==> src/rtl/i2c_cfg_pkg.sv <==
package i2c_cfg_pkg;
  typedef enum logic [1:0] {ST_IDLE, ST_RX, ST_ACK} rx_state_e;
  typedef enum logic [1:0] {BY_ADDR, BY_PTR, BY_DATA} byte_e;
endpackage

==> src/rtl/i2c_line_sync.sv <==
module i2c_line_sync #(
  parameter int STAGES = 2
) (
  input  logic clk_i,
  input  logic rst_ni,
  input  logic scl_i,
  input  logic sda_i,
  output logic scl_o,
  output logic sda_o,
  output logic scl_rise_o,
  output logic scl_fall_o,
  output logic start_o,
  output logic stop_o
);
  logic [1:0] raw, cur, prv;
  assign raw = {sda_i, scl_i};

  for (genvar g = 0; g < 2; g++) begin : g_line
    logic [STAGES:0] chain_q;
    always_ff @(posedge clk_i or negedge rst_ni) begin
      if (!rst_ni) chain_q <= '1;
      else         chain_q <= {chain_q[STAGES-1:0], raw[g]};
    end
    assign cur[g] = chain_q[STAGES-1];
    assign prv[g] = chain_q[STAGES];
  end

  assign scl_o      = cur[0];
  assign sda_o      = cur[1];
  assign scl_rise_o = cur[0] & ~prv[0];
  assign scl_fall_o = ~cur[0] & prv[0];
  // bus conditions need SCL high on both samples
  assign start_o    = cur[0] & prv[0] & prv[1] & ~cur[1];
  assign stop_o     = cur[0] & prv[0] & ~prv[1] & cur[1];
endmodule

==> src/rtl/i2c_wr_fsm.sv <==
module i2c_wr_fsm
  import i2c_cfg_pkg::*;
#(
  parameter logic [6:0] ADDR7_BASE = 7'h03
) (
  input  logic       clk_i,
  input  logic       rst_ni,
  input  logic       addr_sel_i,
  input  logic       scl_i,
  input  logic       sda_i,
  input  logic       scl_rise_i,
  input  logic       scl_fall_i,
  input  logic       start_i,
  input  logic       stop_i,
  output logic       sda_oe_o,
  output logic       wr_en_o,
  output logic [7:0] wr_ptr_o,
  output logic [7:0] wr_data_o
);
  rx_state_e  state_q;
  byte_e      byte_q;
  logic [3:0] bit_cnt_q;
  logic [7:0] shreg_q, ptr_q, data_q;
  logic       oe_q, wr_en_q;
  logic [6:0] own_addr;
  logic       addr_hit;

  assign own_addr = {ADDR7_BASE[6] ^ addr_sel_i, ADDR7_BASE[5:0]};
  assign addr_hit = (shreg_q[7:1] == own_addr) && !shreg_q[0];

  always_ff @(posedge clk_i or negedge rst_ni) begin
    if (!rst_ni) begin
      state_q   <= ST_IDLE;
      byte_q    <= BY_ADDR;
      bit_cnt_q <= '0;
      shreg_q   <= '0;
      ptr_q     <= '0;
      data_q    <= '0;
      oe_q      <= 1'b0;
      wr_en_q   <= 1'b0;
    end else begin
      wr_en_q <= 1'b0;
      if (start_i) begin
        state_q   <= ST_RX;
        byte_q    <= BY_ADDR;
        bit_cnt_q <= '0;
        oe_q      <= 1'b0;
      end else if (stop_i) begin
        state_q <= ST_IDLE;
        oe_q    <= 1'b0;
      end else begin
        case (state_q)
          ST_RX: begin
            if (scl_rise_i && bit_cnt_q != 4'd8) begin
              shreg_q   <= {shreg_q[6:0], sda_i};
              bit_cnt_q <= bit_cnt_q + 4'd1;
            end else if (scl_fall_i && bit_cnt_q == 4'd8) begin
              case (byte_q)
                BY_ADDR: begin
                  if (addr_hit) begin
                    oe_q    <= 1'b1;
                    state_q <= ST_ACK;
                  end else begin
                    state_q <= ST_IDLE;
                  end
                end
                BY_PTR: begin
                  ptr_q   <= shreg_q;
                  oe_q    <= 1'b1;
                  state_q <= ST_ACK;
                end
                default: begin
                  data_q  <= shreg_q;
                  wr_en_q <= 1'b1;
                  oe_q    <= 1'b1;
                  state_q <= ST_ACK;
                end
              endcase
            end
          end
          ST_ACK: begin
            if (scl_fall_i) begin
              oe_q      <= 1'b0;
              bit_cnt_q <= '0;
              case (byte_q)
                BY_ADDR: begin byte_q <= BY_PTR;  state_q <= ST_RX; end
                BY_PTR:  begin byte_q <= BY_DATA; state_q <= ST_RX; end
                default: state_q <= ST_IDLE;
              endcase
            end
          end
          default: ;
        endcase
      end
    end
  end

  assign sda_oe_o  = oe_q;
  assign wr_en_o   = wr_en_q;
  assign wr_ptr_o  = ptr_q;
  assign wr_data_o = data_q;

  p_ack_rise_scl_low_r10: assert property (@(posedge clk_i) disable iff (!rst_ni)
    $rose(oe_q) |-> !scl_i);
  p_ack_fall_scl_low_r10: assert property (@(posedge clk_i) disable iff (!rst_ni)
    ($fell(oe_q) && !$past(start_i) && !$past(stop_i)) |-> !scl_i);
  p_idle_released_r3: assert property (@(posedge clk_i) disable iff (!rst_ni)
    (state_q == ST_IDLE) |-> !oe_q);
  p_start_restarts_r8: assert property (@(posedge clk_i) disable iff (!rst_ni)
    start_i |=> (state_q == ST_RX && byte_q == BY_ADDR && bit_cnt_q == 4'd0));
  p_commit_single_r4: assert property (@(posedge clk_i) disable iff (!rst_ni)
    wr_en_q |=> !wr_en_q);
  p_commit_from_data_r8: assert property (@(posedge clk_i) disable iff (!rst_ni)
    wr_en_q |-> (byte_q == BY_DATA && state_q == ST_ACK));
endmodule

==> src/rtl/cfg_regfile.sv <==
module cfg_regfile #(
  parameter int         NUM_OUT    = 9,
  parameter int         OUT_BASE   = 1,
  parameter int         NUM_IN     = 12,
  parameter logic [7:0] CLAMP_BASE = 8'h1D
) (
  input  logic                 clk_i,
  input  logic                 rst_ni,
  input  logic                 wr_en_i,
  input  logic [7:0]           wr_ptr_i,
  input  logic [7:0]           wr_data_i,
  output logic [NUM_OUT*8-1:0] out_ctrl_o,
  output logic [NUM_IN-1:0]    clamp_mode_o,
  output logic                 wr_stb_o
);
  localparam int NUM_CLAMP = (NUM_IN + 7) / 8;
  localparam int NUM_REGS  = NUM_OUT + NUM_CLAMP;

  logic [NUM_REGS-1:0] hit;
  logic                stb_q;

  for (genvar k = 0; k < NUM_OUT; k++) begin : g_out
    logic [7:0] val_q;
    assign hit[k] = wr_en_i && (wr_ptr_i == 8'(OUT_BASE + k));
    always_ff @(posedge clk_i or negedge rst_ni) begin
      if (!rst_ni)     val_q <= '0;
      else if (hit[k]) val_q <= wr_data_i;
    end
    assign out_ctrl_o[8*k +: 8] = val_q;
  end

  for (genvar j = 0; j < NUM_CLAMP; j++) begin : g_clamp
    localparam int W = ((NUM_IN - 8*j) > 8) ? 8 : (NUM_IN - 8*j);
    logic [W-1:0] bits_q;
    assign hit[NUM_OUT+j] = wr_en_i && (wr_ptr_i == 8'(CLAMP_BASE + 8'(j)));
    always_ff @(posedge clk_i or negedge rst_ni) begin
      if (!rst_ni)               bits_q <= '0;
      else if (hit[NUM_OUT+j])   bits_q <= wr_data_i[W-1:0];
    end
    assign clamp_mode_o[8*j +: W] = bits_q;
  end

  always_ff @(posedge clk_i or negedge rst_ni) begin
    if (!rst_ni) stb_q <= 1'b0;
    else         stb_q <= |hit;
  end
  assign wr_stb_o = stb_q;

  p_unmapped_hold_r7: assert property (@(posedge clk_i) disable iff (!rst_ni)
    (wr_en_i && !(|hit)) |=> ($stable(out_ctrl_o) && $stable(clamp_mode_o) && !wr_stb_o));
  p_no_write_hold_r4: assert property (@(posedge clk_i) disable iff (!rst_ni)
    !wr_en_i |=> ($stable(out_ctrl_o) && $stable(clamp_mode_o)));
  p_stb_needs_commit_r4: assert property (@(posedge clk_i) disable iff (!rst_ni)
    wr_stb_o |-> $past(wr_en_i));
endmodule

==> src/rtl/i2c_cfg_slave.sv <==
module i2c_cfg_slave #(
  parameter int         NUM_OUT     = 9,
  parameter int         NUM_IN      = 12,
  parameter int         SYNC_STAGES = 2,
  parameter logic [6:0] ADDR7_BASE  = 7'h03,
  parameter int         OUT_BASE    = 1,
  parameter logic [7:0] CLAMP_BASE  = 8'h1D
) (
  input  logic                 clk_i,
  input  logic                 rst_ni,
  input  logic                 scl_i,
  input  logic                 sda_i,
  input  logic                 addr_sel_i,
  output logic                 sda_oe_o,
  output logic [NUM_OUT*8-1:0] out_ctrl_o,
  output logic [NUM_IN-1:0]    clamp_mode_o,
  output logic                 wr_stb_o
);
  logic       scl_s, sda_s, scl_rise, scl_fall, start_det, stop_det;
  logic       wr_en;
  logic [7:0] wr_ptr, wr_data;

  i2c_line_sync #(.STAGES(SYNC_STAGES)) u_sync (
    .clk_i      (clk_i),
    .rst_ni     (rst_ni),
    .scl_i      (scl_i),
    .sda_i      (sda_i),
    .scl_o      (scl_s),
    .sda_o      (sda_s),
    .scl_rise_o (scl_rise),
    .scl_fall_o (scl_fall),
    .start_o    (start_det),
    .stop_o     (stop_det)
  );

  i2c_wr_fsm #(.ADDR7_BASE(ADDR7_BASE)) u_fsm (
    .clk_i      (clk_i),
    .rst_ni     (rst_ni),
    .addr_sel_i (addr_sel_i),
    .scl_i      (scl_s),
    .sda_i      (sda_s),
    .scl_rise_i (scl_rise),
    .scl_fall_i (scl_fall),
    .start_i    (start_det),
    .stop_i     (stop_det),
    .sda_oe_o   (sda_oe_o),
    .wr_en_o    (wr_en),
    .wr_ptr_o   (wr_ptr),
    .wr_data_o  (wr_data)
  );

  cfg_regfile #(
    .NUM_OUT    (NUM_OUT),
    .OUT_BASE   (OUT_BASE),
    .NUM_IN     (NUM_IN),
    .CLAMP_BASE (CLAMP_BASE)
  ) u_regs (
    .clk_i        (clk_i),
    .rst_ni       (rst_ni),
    .wr_en_i      (wr_en),
    .wr_ptr_i     (wr_ptr),
    .wr_data_i    (wr_data),
    .out_ctrl_o   (out_ctrl_o),
    .clamp_mode_o (clamp_mode_o),
    .wr_stb_o     (wr_stb_o)
  );
endmodule

==> config.mk <==
export PLATFORM = sky130hd
export DESIGN_NAME = i2c_cfg_slave
export DESIGN_NICKNAME = d
export VERILOG_FILES = /design/src/rtl/i2c_cfg_pkg.sv /design/src/rtl/i2c_line_sync.sv /design/src/rtl/i2c_wr_fsm.sv /design/src/rtl/cfg_regfile.sv /design/src/rtl/i2c_cfg_slave.sv
export SDC_FILE = /design/constraint.sdc
export NUM_CORES = 1
export LEC_CHECK = 0
export BUFFER_PORTS_ARGS = -buffer_cell sky130_fd_sc_hd__clkbuf_2
export CAP_MARGIN = 20
export CELL_PAD_IN_SITES_DETAIL_PLACEMENT = 1
export CELL_PAD_IN_SITES_GLOBAL_PLACEMENT = 1
export CORE_MARGIN = 2
export CORE_UTILIZATION = 34
export CTS_CLUSTER_SIZE = 28
export DETAILED_ROUTE_END_ITERATION = 10
export GPL_TIMING_DRIVEN = 0
export PLACE_DENSITY_LB_ADDON = 0.25
export SYNTH_ARGS = -nofsm -noshare
export SYNTH_HDL_FRONTEND = slang
export SYNTH_SLANG_ARGS = --single-unit
==> constraint.sdc <==
create_clock -name clk_i -period 1.8 [get_ports clk_i]
set_input_delay 0.09 -clock clk_i [delete_from_list [all_inputs] [get_ports clk_i]]
set_output_delay 0.09 -clock clk_i [all_outputs]
set_load 0.005 [all_outputs]
==> results.md, run 1 <==
- Status: finished with violations
- Failing checks: negative setup slack
- Initial antenna violation count: 0
- CORE AREA: 15000 um^2
- Num ports: 91
- Fill cells: 1523
- Final period util: 103%
- CP top delay family: simple AND/OR/NAND/NOR gates
- Max-Cap Viols: 0
- Worst Path Arrival: 2.15 ns
- Max_slew headroom: 49.3%
- Final worst setup slack: -0.0522 ns
- Worst min path class: primary input to async pin
- Num CTS Buffers: 17
- Fraction of registers with async set/reset: 100%
- Placed cells: 640
- Post-Syn Area per Cell: 14.3 um^2
- Post-Syn Area: 5160 um^2
- Setup TNS: -0.933 ns
- Via count: 3417
- P_leak: 3.50 nW
- Synth Area in Compound Gates: 2.96%
- Clock latency at the later pin of the worst-skew pair: 0.42 ns
- Setup Viol. Count Final: 49
- Overflow after GRT: 0
- Leading cell type in the layout, fill and taps excluded: dfrtp_1
- Most frequent cells in the layout: dfrtp_1 (117), mux2_2 (98), clkbuf_2 (90)
- Worst-path fanout max: 8
- Top post-synthesis cells by area: dfrtp_1 (58%), mux2_2 (24%), dfstp_2 (3.1%)
- Die area: 16200 um^2
- Maximum number of pins on one net before global-route repair: 71
- Largest stage delay on the critical path: 0.43 ns
- Adder-Cell Fraction of Synth Area: 0.970%
- Ant. Diodes: 0
- Die Width: 127 um
- Worst setup EP type: register
- Area Overhead vs Synth: 35.6%
- Slowest stage cell, crit path: or3_4
- XOR/XNOR Fraction of Synth Area: 0.509%
- Multi-input logic area: 2170 um^2
- Worst-Margin Slew: 0.761 ns
- Number of flops mapped to enable cells by yosys: 0
- CP Launch Type: register
- Largest family of logic cells by synthesized area: multiplexers
- Multiplexer share of the synthesized area: 24.2%
- Yosys reg bits: 125
- Vias/cell: 4.92
- CTS max path bufs: 2
- Final net count: 502
- Initial Utilization: 34.3%
- Unrepaired setup endpoints after global routing: yes
- Yosys top cell by area: dfrtp_1
- TritonCTS clock tree: built
- DPL Wire Length: 8.01 mm
- Post-Synthesis Cells: 361
- Crit path kind: register to register
- Rows: 45
- Worst hold slack: 0.216 ns
- Vias in the first global route: 3586
- Clock-pin slew on the worst setup and hold paths: 0.06 ns
- Register area: 3140 um^2
- CTS Sinks: 125
- WP buf/inv: 1
- Htree depth: 4
- Max Fclk: 0.540 GHz
- Synthesized-area fraction occupied by and/or/nand/nor cells: 8.32%
- First-pass DRT Iterations: 4
- Max-slew violations: 0
- Routed WL: 12.6 mm
- GR Util All Layers: 16.4%
- IO buf count: 90
- Root Buffer: clkbuf_16
- Final core occ: 46.5%
- Top FF cell, synth: dfrtp_1
- First-pass GRT wire length: 20.3 mm
- Share of the synthesized area in the top cell type: 57.7%
- Peak VDD IR: 0.000630 V
- Share of cells above drive strength 1: 60.1%
- Drt drc: 0
- Iter 0 DRT Violations: 121
- Place WS: -0.389 ns
- Syn. warnings: 0
- Pwr/cell area: 1160 nW/um^2
- Non-Filler Instances: 694
- Final hold vios: 0
- Setup Skew: 0.0113 ns
- WL per Instance: 18.1 um
- Post-DRT Antenna Nets: 0
- Die Ht: 127 um
- Post-synthesis sequential area ratio: 60.8%
- Syn Nets: 370
- CP Cell Sequence: or3_4, nor3_4, buf_4, nand4_4, mux2_4
- Worst EP required: 2.10 ns
- Fin crit period: 1.85 ns
- RePlAce Congestion: 0.737
- Yosys cell types: 47
-- area by class of cell --
type / instances / share of cell area [%]
Sequential cell: 125 / 44.9
Clock inverter: 11 / 2.40
Timing Repair Buffer: 115 / 10.2
Tap cell: 188 / 3.36
Multi-Input combinational cell: 210 / 31.1
Buffer: 16 / 1.38
Inverter: 8 / 0.429
Clock buffer: 21 / 6.30
-- final timing paths --
check | startpoint | endpoint | slack (ns) | cells past startpoint
max reg2reg | u_fsm.wr_ptr_o[6] | u_regs.g_out[7].val_q[0] | -0.05 | 5
min in group clk_i | addr_sel_i | u_fsm.sda_oe_o | 0.29 | 4
max | u_fsm.wr_ptr_o[6] | u_regs.g_out[7].val_q[0] | -0.05 | 5
max in group asynchronous | rst_ni | u_sync.g_line[0].chain_q[0] | 0.84 | 3
min reg2reg | u_sync.g_line[1].chain_q[0] | u_sync.g_line[1].chain_q[1] | 0.35 | 0
min | rst_ni | u_regs.g_out[0].val_q[0] | 0.22 | 2
-- sequential cells by signal, indices dropped and copies added (netlist names) --
signal                 count
u_regs.g_out.val_q        72
u_regs.g_clamp.bits_q     12
u_fsm.shreg_q              8
u_fsm.wr_data_o            8
u_fsm.wr_ptr_o             8
u_sync.g_line.chain_q      6
u_fsm.bit_cnt_q            4
u_fsm.byte_q               2
u_fsm.state_q              2
u_fsm.sda_oe_o             1
u_fsm.wr_en_o              1
u_regs.wr_stb_o            1
-- per-layer routing --
layer / vias up / global-route usage (%) / routed length [um]
met1: 1761 / 22.2 / 5890
met5: - / 0 / 0
met3: 12 / 4.61 / 529
met2: 74 / 25.6 / 6030
li1: 1570 / - / -
met4: 0 / 5.62 / 115
-- cells in the mapped netlist, types with 2 or more instances --
| cell | instances |
|---|---|
| nand3_1 | 7 |
| a21oi_1 | 5 |
| nand3_2 | 2 |
| dfstp_2 | 6 |
| clkbuf_1 | 11 |
| nand2_1 | 10 |
| mux2_2 | 109 |
| ha_1 | 4 |
| nor3b_1 | 4 |
| nor2b_1 | 3 |
| a31oi_1 | 3 |
| inv_1 | 8 |
| dfrtp_1 | 119 |
| xor2_1 | 2 |
| nand4_2 | 2 |
| nand2b_1 | 4 |
| o21ai_0 | 6 |
| buf_4 | 2 |
| and4b_1 | 3 |
| buf_2 | 3 |
| nor3_1 | 6 |
| mux2i_1 | 2 |
| nand3b_1 | 4 |
| nor2_1 | 11 |
| o31ai_1 | 3 |
-- report_power, final --
group	total, mW	internal, mW	switching [mW]
Sequential	3.16	2.98	0.178
Clock	3.55	2.31	1.24
Combinational	1.43	0.705	0.729
-- cell families (layout without fill, tap and decap cells) --
kind of cell	Yosys count	in the layout
buffers and inverters	26	171
flip-flops	125	125
XOR/XNOR	3	3
multiplexers	111	111
adder cells (fa/ha/maj)	4	4
AND/OR/NAND/NOR	68	68
AO/OA/AOI/OAI	24	24
-- per-stage QoR --
stage | power (mW) | area [um^2]
4_1_cts | 7.89 | 6780
2_1_floorplan | 3.83 | 5170
3_5_place_dp | 4.14 | 5890
5_1_grt | 8.51 | 6990
6_report | 8.14 | 6990
3_3_place_gp | 4.06 | 5850
-- timing repair --
item                                   in CTS  in global routing
pin swaps                                   8                 12
gates resized for setup                    26                 40
endpoints found under the hold margin      57                  0
setup buffers                              14                  7
setup endpoints to repair                 115                104
hold buffers                                3                  0
gates cloned                                0                  0
Power figures use the tool's default switching activity.
==> run 2: changes to the inputs <==
--- a/config.mk
+++ b/config.mk
@@ -5,6 +5,7 @@
 export SDC_FILE = /design/constraint.sdc
 export NUM_CORES = 1
 export LEC_CHECK = 0
+export ABC_AREA = 1
 export BUFFER_PORTS_ARGS = -buffer_cell sky130_fd_sc_hd__clkbuf_2
 export CAP_MARGIN = 20
 export CELL_PAD_IN_SITES_DETAIL_PLACEMENT = 1
@@ -14,6 +15,7 @@
 export CTS_CLUSTER_SIZE = 28
 export DETAILED_ROUTE_END_ITERATION = 10
 export GPL_TIMING_DRIVEN = 0
+export MAX_ROUTING_LAYER = met4
 export PLACE_DENSITY_LB_ADDON = 0.25
 export SYNTH_ARGS = -nofsm -noshare
 export SYNTH_HDL_FRONTEND = slang
==> run 2 against run 1 <==
Compared with the run above:
- the flow now finishes without violations
- non-clock buffer count decreased by 6
- register-to-register slack improved by 0.17 ns
- worst setup slack improved by 0.17 ns
- combinational power decreased by 53%
- critical path type unchanged
- first-iteration DRC count increased by 48%
- highest routed layer unchanged
==> results.md, run 2 <==
- Die area: 15900 um^2 (was 16200 um^2)
- Post-DRT Antenna Nets: 0 (unchanged)
- Crit path kind: register to register (unchanged)
- Share of the synthesized area in the top cell type: 58.6% (was 57.7%)
- Post-synthesis sequential area ratio: 61.7% (was 60.8%)
- Top FF cell, synth: dfrtp_1 (unchanged)
- Max reg flops: 72 (unchanged)
- Fill cells: 1663 (was 1523)
- Setup TNS: 0 ns (was -0.933 ns)
- Drt drc: 0 (unchanged)
- Final core occ: 44.8% (was 46.5%)
- WP depth: 7 (was 5)
- Max-slew violations: 0 (unchanged)
- Crit path from: u_fsm.wr_ptr_o[0] (was u_fsm.wr_ptr_o[6])
- First-pass GRT wire length: 22.3 mm (was 20.3 mm)
- Fin area: 6540 um^2 (was 6990 um^2)
- Unrepaired setup endpoints after global routing: no (was yes)
- Rows: 44 (was 45)
- CP top delay family: simple AND/OR/NAND/NOR gates (unchanged)
- Final period util: 93.6% (was 103%)
- Syn. warnings: 0 (unchanged)
- Worst r2r src: u_fsm.wr_ptr_o[0] (was u_fsm.wr_ptr_o[6])
- Routed WL: 13.5 mm (was 12.6 mm)
- Initial antenna violation count: 0 (unchanged)
- TritonCTS clock tree: built (unchanged)
- CTS Sinks: 125 (unchanged)
- Area Overhead vs Synth: 28.7% (was 35.6%)
- First-pass DRT Iterations: 4 (unchanged)
- Yosys top cell by area: dfrtp_1 (unchanged)
- Setup Viol. Count Final: 0 (was 49)
- Largest stage delay on the critical path: 0.45 ns (was 0.43 ns)
- RR Endpoint: u_regs.g_out[0].val_q[7] (was u_regs.g_out[7].val_q[0])
- Most frequent cells after synthesis: nand2_1 (145), dfrtp_1 (119), o21ai_0 (79) (was dfrtp_1 (119), mux2_2 (109), clkbuf_1 (11), nor2_1 (11), nand2_1 (10))
- Status: finished clean (was finished with violations)
- R2r setup slk: 0.12 ns (was -0.05 ns)
- Max-Cap Viols: 0 (unchanged)
- CTS max path bufs: 2 (unchanged)
- Slowest stage cell, crit path: dfrtp_1 (was or3_4)
- Worst setup EP type: register (unchanged)
- Most frequent cells in the layout: nand2_1 (144), dfrtp_1 (119), clkbuf_2 (91) (was dfrtp_1 (117), mux2_2 (98), clkbuf_2 (90))
- Worst-Margin Slew: 0.808 ns (was 0.761 ns)
- Worst min path class: primary input to async pin (unchanged)
- Max_slew headroom: 46.1% (was 49.3%)
- Fraction of registers with async set/reset: 100% (unchanged)
- Num CTS Buffers: 17 (unchanged)
- Clock-pin slew on the worst setup and hold paths: 0.06 ns (about the same)
- Post-Syn Area per Cell: 9.60 um^2 (was 14.3 um^2)
- WL per Instance: 16.0 um (was 18.1 um)
- CP Launch Type: register (unchanged)
- Max Fclk: 0.594 GHz (was 0.540 GHz)
- GR Util All Layers: 18.6% (was 16.4%)
- Worst-path fanout max: 10 (was 8)
- Overflow after GRT: 0 (unchanged)
- Fin crit period: 1.68 ns (was 1.85 ns)
- Die Width: 126 um (was 127 um)
- Iter 0 DRT Violations: 179 (was 121)
- Final net count: 660 (was 502)
- Worst EP required: 2.13 ns (was 2.10 ns)
- CP Cell Sequence: inv_1, nor2_4, nand2_2, nor3_4, buf_6, nor2_1, a21oi_1 (was or3_4, nor3_4, buf_4, nand4_4, mux2_4)
- Reg2Reg Depth: 7 (was 5)
- Maximum number of pins on one net before global-route repair: 70 (was 71)
- Pwr/cell area: 1110 nW/um^2 (was 1160 nW/um^2)
- P_leak: 3.21 nW (was 3.50 nW)
- Clock latency at the later pin of the worst-skew pair: 0.42 ns (about the same)
- Die Ht: 126 um (was 127 um)
- DPL Wire Length: 9.19 mm (was 8.01 mm)
- Final hold vios: 0 (unchanged)
- Root Buffer: clkbuf_16 (unchanged)
- Syn Nets: 538 (was 370)
- IO buf count: 90 (unchanged)
- Yosys reg bits: 125 (unchanged)
- Biggest register: u_regs.g_out.val_q (unchanged)
- Num ports: 91 (unchanged)
- RePlAce Congestion: 0.802 (was 0.737)
- Htree depth: 4 (unchanged)
- Placed cell areas: 5800 um^2 (was 5890 um^2)
- Ant. Diodes: 0 (unchanged)
- Vias/cell: 4.78 (was 4.92)
- Vias in the first global route: 4295 (was 3586)
- Post-Synthesis Cells: 529 (was 361)
- Worst hold slack: 0.201 ns (was 0.216 ns)
- Top-count cell post-synth: nand2_1 (was dfrtp_1)
- CORE AREA: 14600 um^2 (was 15000 um^2)
- Via count: 4056 (was 3417)
- Setup Skew: 0.00695 ns (was 0.0113 ns)
- Worst Path Arrival: 2.02 ns (was 2.15 ns)
- Total Power: 7.26 mW (was 8.14 mW)
- Setup crit end: u_regs.g_out[0].val_q[7] (was u_regs.g_out[7].val_q[0])
- Number of flops mapped to enable cells by yosys: 0 (unchanged)
- WP buf/inv: 2 (was 1)
- Share of cells above drive strength 1: 27.6% (was 60.1%)
- Leading cell type in the layout, fill and taps excluded: nand2_1 (was dfrtp_1)
- Initial Utilization: 34.8% (was 34.3%)
- Post-Syn Area: 5080 um^2 (was 5160 um^2)
- Top post-synthesis cells by area: dfrtp_1 (59%), nand2_1 (11%), o21ai_0 (7.8%) (was dfrtp_1 (58%), mux2_2 (24%), dfstp_2 (3.1%))
- Peak VDD IR: 0.000614 V (was 0.000630 V)
- Yosys cell types: 26 (was 47)
- Largest regs: u_regs.g_out.val_q (72), u_regs.g_clamp.bits_q (12) (unchanged)
run 2: per-layer routing:
| metal | GRT usage [%] | share of wire (%) | vias to the layer above |
|---|---|---|---|
| li1 | - | - | 1957 |
| met1 | 22.4 | 45 | 1997 |
| met2 | 30.3 | 50 | 78 |
| met3 | 3.99 | 3.3 | 24 |
| met4 | 7.76 | 2.1 | 0 |
| met5 | - | 0 | - |
run 2: cell families after synthesis:
logic type      after synthesis  synth area share [%]
compound gates              119                  12.4
flops                       125                  61.7
simple gates                212                  18.4
fa+ha+maj                     4                 0.986
xor+xnor                      2                 0.345
buf+inv                      67                  6.11
run 2: worst min-delay path by stage:
stage / startpoint / end / slack, ns / cells after the start
3_3_place_gp: sda_i / u_sync.g_line[1].chain_q[0] / 0.18 / 1
6_report: rst_ni / u_regs.g_out[6].val_q[6] / 0.20 / 2
2_1_floorplan: rst_ni / u_fsm.bit_cnt_q[0] / -0.21 / 0
3_5_place_dp: rst_ni / u_regs.g_out[6].val_q[6] / 0.09 / 1
4_1_cts: rst_ni / u_regs.g_out[6].val_q[6] / 0.20 / 2
5_1_grt: rst_ni / u_regs.g_out[6].val_q[6] / 0.23 / 2
run 2: timing repair:
action                                  CTS  global route
gates resized for setup                   6             9
gates cloned                              0             0
buffers inserted                          1             8
pin swaps                                 1             4
hold endpoints to repair                 58             0
hold buffers                              3             0
endpoints found under the setup margin   24            50
run 2: cell type report:
type                    instances  area (um^2)  share of cell area, %
multi-input cells             337         1660                   25.4
clock inverters                11          140                   2.14
plain buffers                  22          148                   2.26
well taps                     184          230                   3.52
repair buffers                103          584                   8.94
flip-flops and latches        125         3140                   48.0
inverters                      45          169                   2.58
clock buffers                  21          470                   7.20
run 2: report_power, final:
group	internal, mW	switching, mW
combinational	0.221	0.444
sequential	2.95	0.119
clock	2.28	1.25
total	5.45	1.81
run 2: stage by stage:
stage	instances	setup WS, ns
2_1_floorplan	529	0.258
6_report	848	0.116
3_3_place_gp	803	-1.26
3_5_place_dp	804	-0.130
4_1_cts	840	0.00343
5_1_grt	848	0.00359
